**config.mk**
```make
export PLATFORM = sky130hd
export DESIGN_NAME = clk_div_bank
export DESIGN_NICKNAME = d
export VERILOG_FILES = /design/src/rtl/clk_div_bank.sv
export SDC_FILE = /design/constraint.sdc
export NUM_CORES = 1
export LEC_CHECK = 0
export BUFFER_PORTS_ARGS = -buffer_cell sky130_fd_sc_hd__buf_2
export CAP_MARGIN = 20
export CORE_MARGIN = 2
export CORE_UTILIZATION = 52
export DETAILED_ROUTE_END_ITERATION = 8
export GPL_ROUTABILITY_DRIVEN = 0
export PLACE_DENSITY_LB_ADDON = 0.05
export SLEW_MARGIN = 20
export SYNTH_ARGS = -nofsm -noshare
export SYNTH_HDL_FRONTEND = slang
export SYNTH_SLANG_ARGS = --single-unit
```
**constraint.sdc**
```tcl
create_clock -name clk_src -period 2.4 [get_ports clk_src]
set_clock_uncertainty 0.1 [all_clocks]
set_input_delay 0.48 -clock clk_src [delete_from_list [all_inputs] [get_ports clk_src]]
set_output_delay 0.48 -clock clk_src [all_outputs]
set_load 0.05 [all_outputs]
```
**src/rtl/clk_div_bank.sv**
```systemverilog
module clk_div_bank #(
  parameter int OUTS = 4,
  parameter int CW   = 5
) (
  input  logic            clk_src,
  input  logic            rst_n,
  input  logic            pre_bypass,
  input  logic [1:0]      sel_a,
  input  logic [1:0]      sel_b,
  input  logic [1:0]      sel_c,
  input  logic            inv_c,
  output logic [OUTS-1:0] qa,
  output logic [OUTS-1:0] qb,
  output logic [OUTS-1:0] qc
);
  localparam int NB = 3;

  function automatic logic [CW-1:0] half_of(input int b, input logic byp, input logic [1:0] s);
    int base;
    case (b)
      0:       case (s) 2'd0: base = 2; 2'd1: base = 6; 2'd2: base = 4; default: base = 12; endcase
      1:       case (s) 2'd0: base = 2; 2'd1: base = 6; 2'd2: base = 4; default: base = 10; endcase
      default: case (s) 2'd0: base = 8; 2'd1: base = 2; 2'd2: base = 6; default: base = 4;  endcase
    endcase
    return byp ? CW'(base / 2) : CW'(base);
  endfunction

  logic [1:0]    sel_v  [NB];
  logic [CW-1:0] hcnt   [NB];
  logic [CW-1:0] cur_h  [NB];
  logic [CW:0]   run    [NB];
  logic [NB-1:0] ph, ph_nxt;
  logic          qc_inv;

  assign sel_v[0] = sel_a;
  assign sel_v[1] = sel_b;
  assign sel_v[2] = sel_c;

  for (genvar b = 0; b < NB; b++) begin : g_bank
    logic last;
    assign last      = (hcnt[b] == cur_h[b] - CW'(1));
    assign ph_nxt[b] = last ? ~ph[b] : ph[b];

    always_ff @(posedge clk_src or negedge rst_n) begin
      if (!rst_n) begin
        hcnt[b]  <= '0;
        cur_h[b] <= CW'(1);
        ph[b]    <= 1'b0;
      end else begin
        ph[b] <= ph_nxt[b];
        if (last) begin
          hcnt[b] <= '0;
          if (!ph[b]) cur_h[b] <= half_of(b, pre_bypass, sel_v[b]);
        end else begin
          hcnt[b] <= hcnt[b] + CW'(1);
        end
      end
    end

    always_ff @(posedge clk_src or negedge rst_n) begin
      if (!rst_n)                run[b] <= (CW+1)'(1);
      else if (ph_nxt[b] != ph[b]) run[b] <= (CW+1)'(1);
      else                       run[b] <= run[b] + (CW+1)'(1);
    end

    AST_NO_RUNT_HIGH: assert property (@(posedge clk_src) disable iff (!rst_n)
      $fell(ph[b]) |-> ($past(run[b]) == {1'b0, cur_h[b]}));
    AST_NO_RUNT_LOW: assert property (@(posedge clk_src) disable iff (!rst_n)
      $rose(ph[b]) |-> ($past(run[b]) == {1'b0, $past(cur_h[b])}));
    AST_LOAD_AT_RISE: assert property (@(posedge clk_src) disable iff (!rst_n)
      !$stable(cur_h[b]) |-> $rose(ph[b]));
  end

  always_ff @(posedge clk_src or negedge rst_n) begin
    if (!rst_n) qc_inv <= 1'b0;
    else        qc_inv <= ph_nxt[2] ^ inv_c;
  end

  assign qa = {OUTS{ph[0]}};
  assign qb = {OUTS{ph[1]}};
  assign qc = {{2{qc_inv}}, {(OUTS-2){ph[2]}}};

  AST_INV_TRACK: assert property (@(posedge clk_src) disable iff (!rst_n)
    $past(rst_n) |-> (qc[OUTS-1] == (qc[0] ^ $past(inv_c))));
  AST_RESET_CLEAR: assert property (@(posedge clk_src)
    $rose(rst_n) |-> (qa == '0 && qb == '0 && qc == '0));
  AST_RELEASE_ALIGN: assert property (@(posedge clk_src)
    $rose(rst_n) |=> (qa[0] && qb[0] && qc[0]));
endmodule

```
# Yosys cells after proc, flatten, opt, wreduce, memory -nomap -nowiden

Index checks and enable logic that the tools add are counted.

Add/subtract/negate cells: 9
Equality and inequality tests: 9
Multiplexer cells: 16
Bitwise gates (word level): 7
Reductions and logical operators: 6

Operator list:

| operator                                                           | count |
|---|---|
| 32-bit 2-to-1 mux                                                  | 6 |
| 4-bit one-hot mux with 3 select lines                              | 3 |
| 5-bit 2-to-1 mux                                                   | 6 |
| 5-bit by 1-bit adder with 5-bit output                             | 3 |
| 5-bit by 1-bit adder with 5-bit output, second input constant      | 3 |
| 5-bit == test                                                      | 3 |
| 5-bit by 1-bit subtractor with 5-bit output, second input constant | 3 |
| 2-bit by 1-bit == test with 1-bit output, second input constant    | 3 |
| 2-bit == test, second input constant                               | 3 |
| 2-bit logical NOT                                                  | 3 |
| 2-bit AND reduction                                                | 3 |
| 1-bit AND                                                          | 3 |
| 1-bit inverter                                                     | 3 |
| 1-bit 2-to-1 mux                                                   | 1 |
| 1-bit bitwise XOR                                                  | 1 |

Flip-flop bits (word level): 34
Bits of input ports: 10
Output and inout bits: 12

# Longest topological paths before layout

Depth after elaboration: 7
Gate-level depth with buffers: 8
Gate-level depth less buffers: 8

# Worst setup path after synthesis

OpenSTA, ideal clock, no wires.

Kind: reg2reg
From: register cur_h[0] in the netlist's numbering
To: register cur_h[2] in the netlist's numbering
Setup time: 0.125 ns
Arrival: 2.146 ns
Path slack: 0.029 ns
Cell stages (with the launch flop): 8
Buffers on the path: 0
Clock period less this slack: 2.371 ns
Cell sequence: dfstp_2 > inv_1 > ha_1 > xnor2_1 > a22oi_1 > a2111oi_4 > ha_1 > mux2_2

Longest elaborated chain between the ends: 3

RTL lines:

| what                                        | RTL line | source |
|---|---|---|
| from (decl)                                 | 30       | `logic [CW-1:0] cur_h [NB];` |
| from (signal, indexed assignment)           | 53       | `if (!ph[b]) cur_h[b] <= half_of(b, pre_bypass, sel_v[b]);` |
| 5-bit by 1-bit subtractor with 5-bit output | 41       | `assign last = (hcnt[b] == cur_h[b] - CW'(1));` |
| 5-bit == test                               | 41       |  |
| 2-bit AND reduction (no line)               | --       |  |

No other way between the ends.
A chain may end at the register's enable or synchronous reset.

# Final worst setup path

Same ends and word-level chain as after synthesis.

==> results.tsv <==
stage	metric	value	unit
sta	setup_viol	0	
route	firstDrtPassIters	4	
grt	grt_pass1_wl	5830	um
floorplan	die-area	4240	um^2
critical_path	slowest_stage	dfstp_2	
floorplan	die_w	65.1	um
critical_path	cp_max_fo	4	
route	vias	1239	
floorplan	start_util	0.535	
synth	netlist.area_leader.share	0.361	
synth	synth_warnings	0	
clocking	clk_pin_slew	0.06	ns
clocking	cts_tree	yes	
synth	syn_area	1940	um^2
min_path	hold_path_class	in2async	
critical_path	cp-start-kind	register	
job	max_cap_viol_count	0	
grt	grt_max_degree	32	
final_layout	area_delta_synth_final	10.8	%
final_layout	drive_gt1_frac	0.265	
synth	synthTopCellsByArea	dfrtp_1 (36%), ha_1 (7.7%), xnor2_1 (6.8%)	
sta	tightest_slew	0.684	ns
synth	syn_nets	199	
grt	antenna_found_initial	0	
grt	grt_pass1_vias	1326	
final_layout	final_util	0.593	
floorplan	fp.coreArea	3630	um^2
critical_path	crit_arrival	2.34	ns
route	wl_per_cell	13.4	um
final_layout	layout_commonest_cell	dfrtp_1	
placement	post-dp-hpwl	2490	um
grt	grt_overflow	0	
synth	ys_types	32	
clocking	clockBufferDepth	2	
critical_path	path_delay_family	flip-flops	
route	drc_errors	0	
sta	relSlewSlack	0.544	
placement	dp_cells	236	
critical_path	worstPathCellList	inv_1, ha_1, nor2b_1, o21ai_1, a2111oi_4, ha_2, mux2_2	
synth	synth.avg_cell_area	11.0	um^2
clocking	cts_root_buf	clkbuf_8	
final_layout	layout_common_cells	dfrtp_1 (28), buf_2 (21), nor2_1 (18)	
synth	ys_ff_latch	31	
outcome	status	complete, no violations	
clocking	h-tree-depth	2	
floorplan	rows	22	
final_layout	fin_nets	217	
grt	grt_usage	0.186	
route	drt_iter0_markers	31	
placement	portBuffers	21	
route	ant_nets	0	
synth	synth_area_leader_cell	dfrtp_1	
synth	synth_cells	177	
critical_path	worstPathBufferInverterCount	1	
final_layout	diodes	0	
route	wl	3260	um
sta	maxSlewViolCount	0	
final_layout	fill_cells	329	
critical_path	critical_path_class	reg2reg	
clocking	cts_buffers	5	
synth	synth-seq-area-share	0.401	
clocking	clk_latency	0.28	ns
final_layout	finalNonFillerCells	244	
sta	hold_viol	0	
floorplan	ios	22	
critical_path	r2r_cells	7	
sta	fin_crit_sh	0.949	
route	viasPerCell	5.08	
critical_path	crit_path_end_kind	register	
sta	finalCriticalPeriod	2.28	ns
clocking	clkSinkCount	31	
sta	timing.fmax	439	MHz
critical_path	cp.depth	7	
critical_path	worst-endpoint-required	2.47	ns
floorplan	dieHeight	65.1	um
critical_path	critical_path.max_stage_delay	0.56	ns
layout make-up:
type / count / area, um^2 / share of cell area
Clock buffer: 6 / 82.6 / 0.0383
Clock inverter: 2 / 35.0 / 0.0163
Inverter: 12 / 45.0 / 0.0209
Multi-Input combinational cell: 122 / 1030 / 0.479
Sequential cell: 31 / 779 / 0.362
Tap cell: 48 / 60.1 / 0.0279
Timing Repair Buffer: 23 / 120 / 0.0558
layer usage:
layer | global-route usage | wire [um] | part of all wire | vias up
met4 | 0.0938 | 57 | 0.017 | 0
met1 | 0.211 | 1420 | 0.44 | 602
li1 | - | - | - | 619
met3 | 0.0514 | 85 | 0.026 | 4
met5 | 0 | 0 | 0 | -
met2 | 0.322 | 1690 | 0.52 | 14
per-stage QoR:
stage | setup TNS, ns | setup slack [ns] | hold slack, ns | instance area (um^2)
detailed placement | 0 | 0.0667 | 0.415 | 2030
global placement | 0 | 0.188 | 0.406 | 2030
CTS | 0 | 0.0578 | 0.156 | 2150
global route | -0.00235 | -0.00235 | 0.176 | 2150
finish | 0 | 0.123 | 0.137 | 2150
floorplan | 0 | 0.0289 | 0.0844 | 1940
timing repair:
item | 4_1_cts | 5_1_grt
buffers inserted | 0 | 0
hold buffers | 0 | 0
setup endpoints to repair | 0 | 3
resized for setup | 0 | 2
Yosys cell counts:
master and instances:
and4bb_4 1, a2111oi_4 1, mux2_2 5, a22oi_1 1, nand4b_1 2, ha_1 12, nand2_1 6, dfstp_2 3
mux2i_1 3, o211ai_1 1, xnor2_1 15, nor2b_1 6, buf_6 1, and4bb_2 1, nor2_1 18, and3b_1 1
inv_1 12, clkbuf_1 1, dfrtp_1 28, xor2_1 12, a21o_1 2, nand3_1 7, mux2_4 2, nor3_1 2
a22oi_4 2, a211oi_4 4, o21ai_0 9, and4bb_1 1, nand2b_1 2, buf_4 10, nand3b_1 5, nor3_2 1
flip-flops by register name, indices dropped and copies added, names as in the netlist:
signal and count:
hcnt 15, cur_h 12, qa 1, qb 1, qc 1, qc_inv 1
final timing paths:
check	from	end	slack, ns
worst max-delay path	cur_h[0]$_DFFE_PN1P_	cur_h[2]$_DFFE_PN0P_	0.12
min in group clk_src	inv_c	qc_inv$_DFF_PN0_	0.27
worst min register to register	hcnt[10]$_DFF_PN0_	hcnt[10]$_DFF_PN0_	0.42
worst max register to register	cur_h[0]$_DFFE_PN1P_	cur_h[2]$_DFFE_PN0P_	0.12
worst min-delay path	rst_n	cur_h[11]$_DFFE_PN0P_	0.14
max in group asynchronous	rst_n	hcnt[0]$_DFF_PN0_	1.62
logic make-up after synthesis:
family,Yosys count,share of synthesized area
compound gates,20,0.116
mux,10,0.0599
xor+xnor,27,0.122
buf+inv,24,0.0695
simple gates,53,0.155
flops,31,0.401
fa+ha+maj,12,0.0773
Power is left out: the tool's default activity adds up to more than one toggle a clock period on the data nets, which glitch-free logic cannot reach.
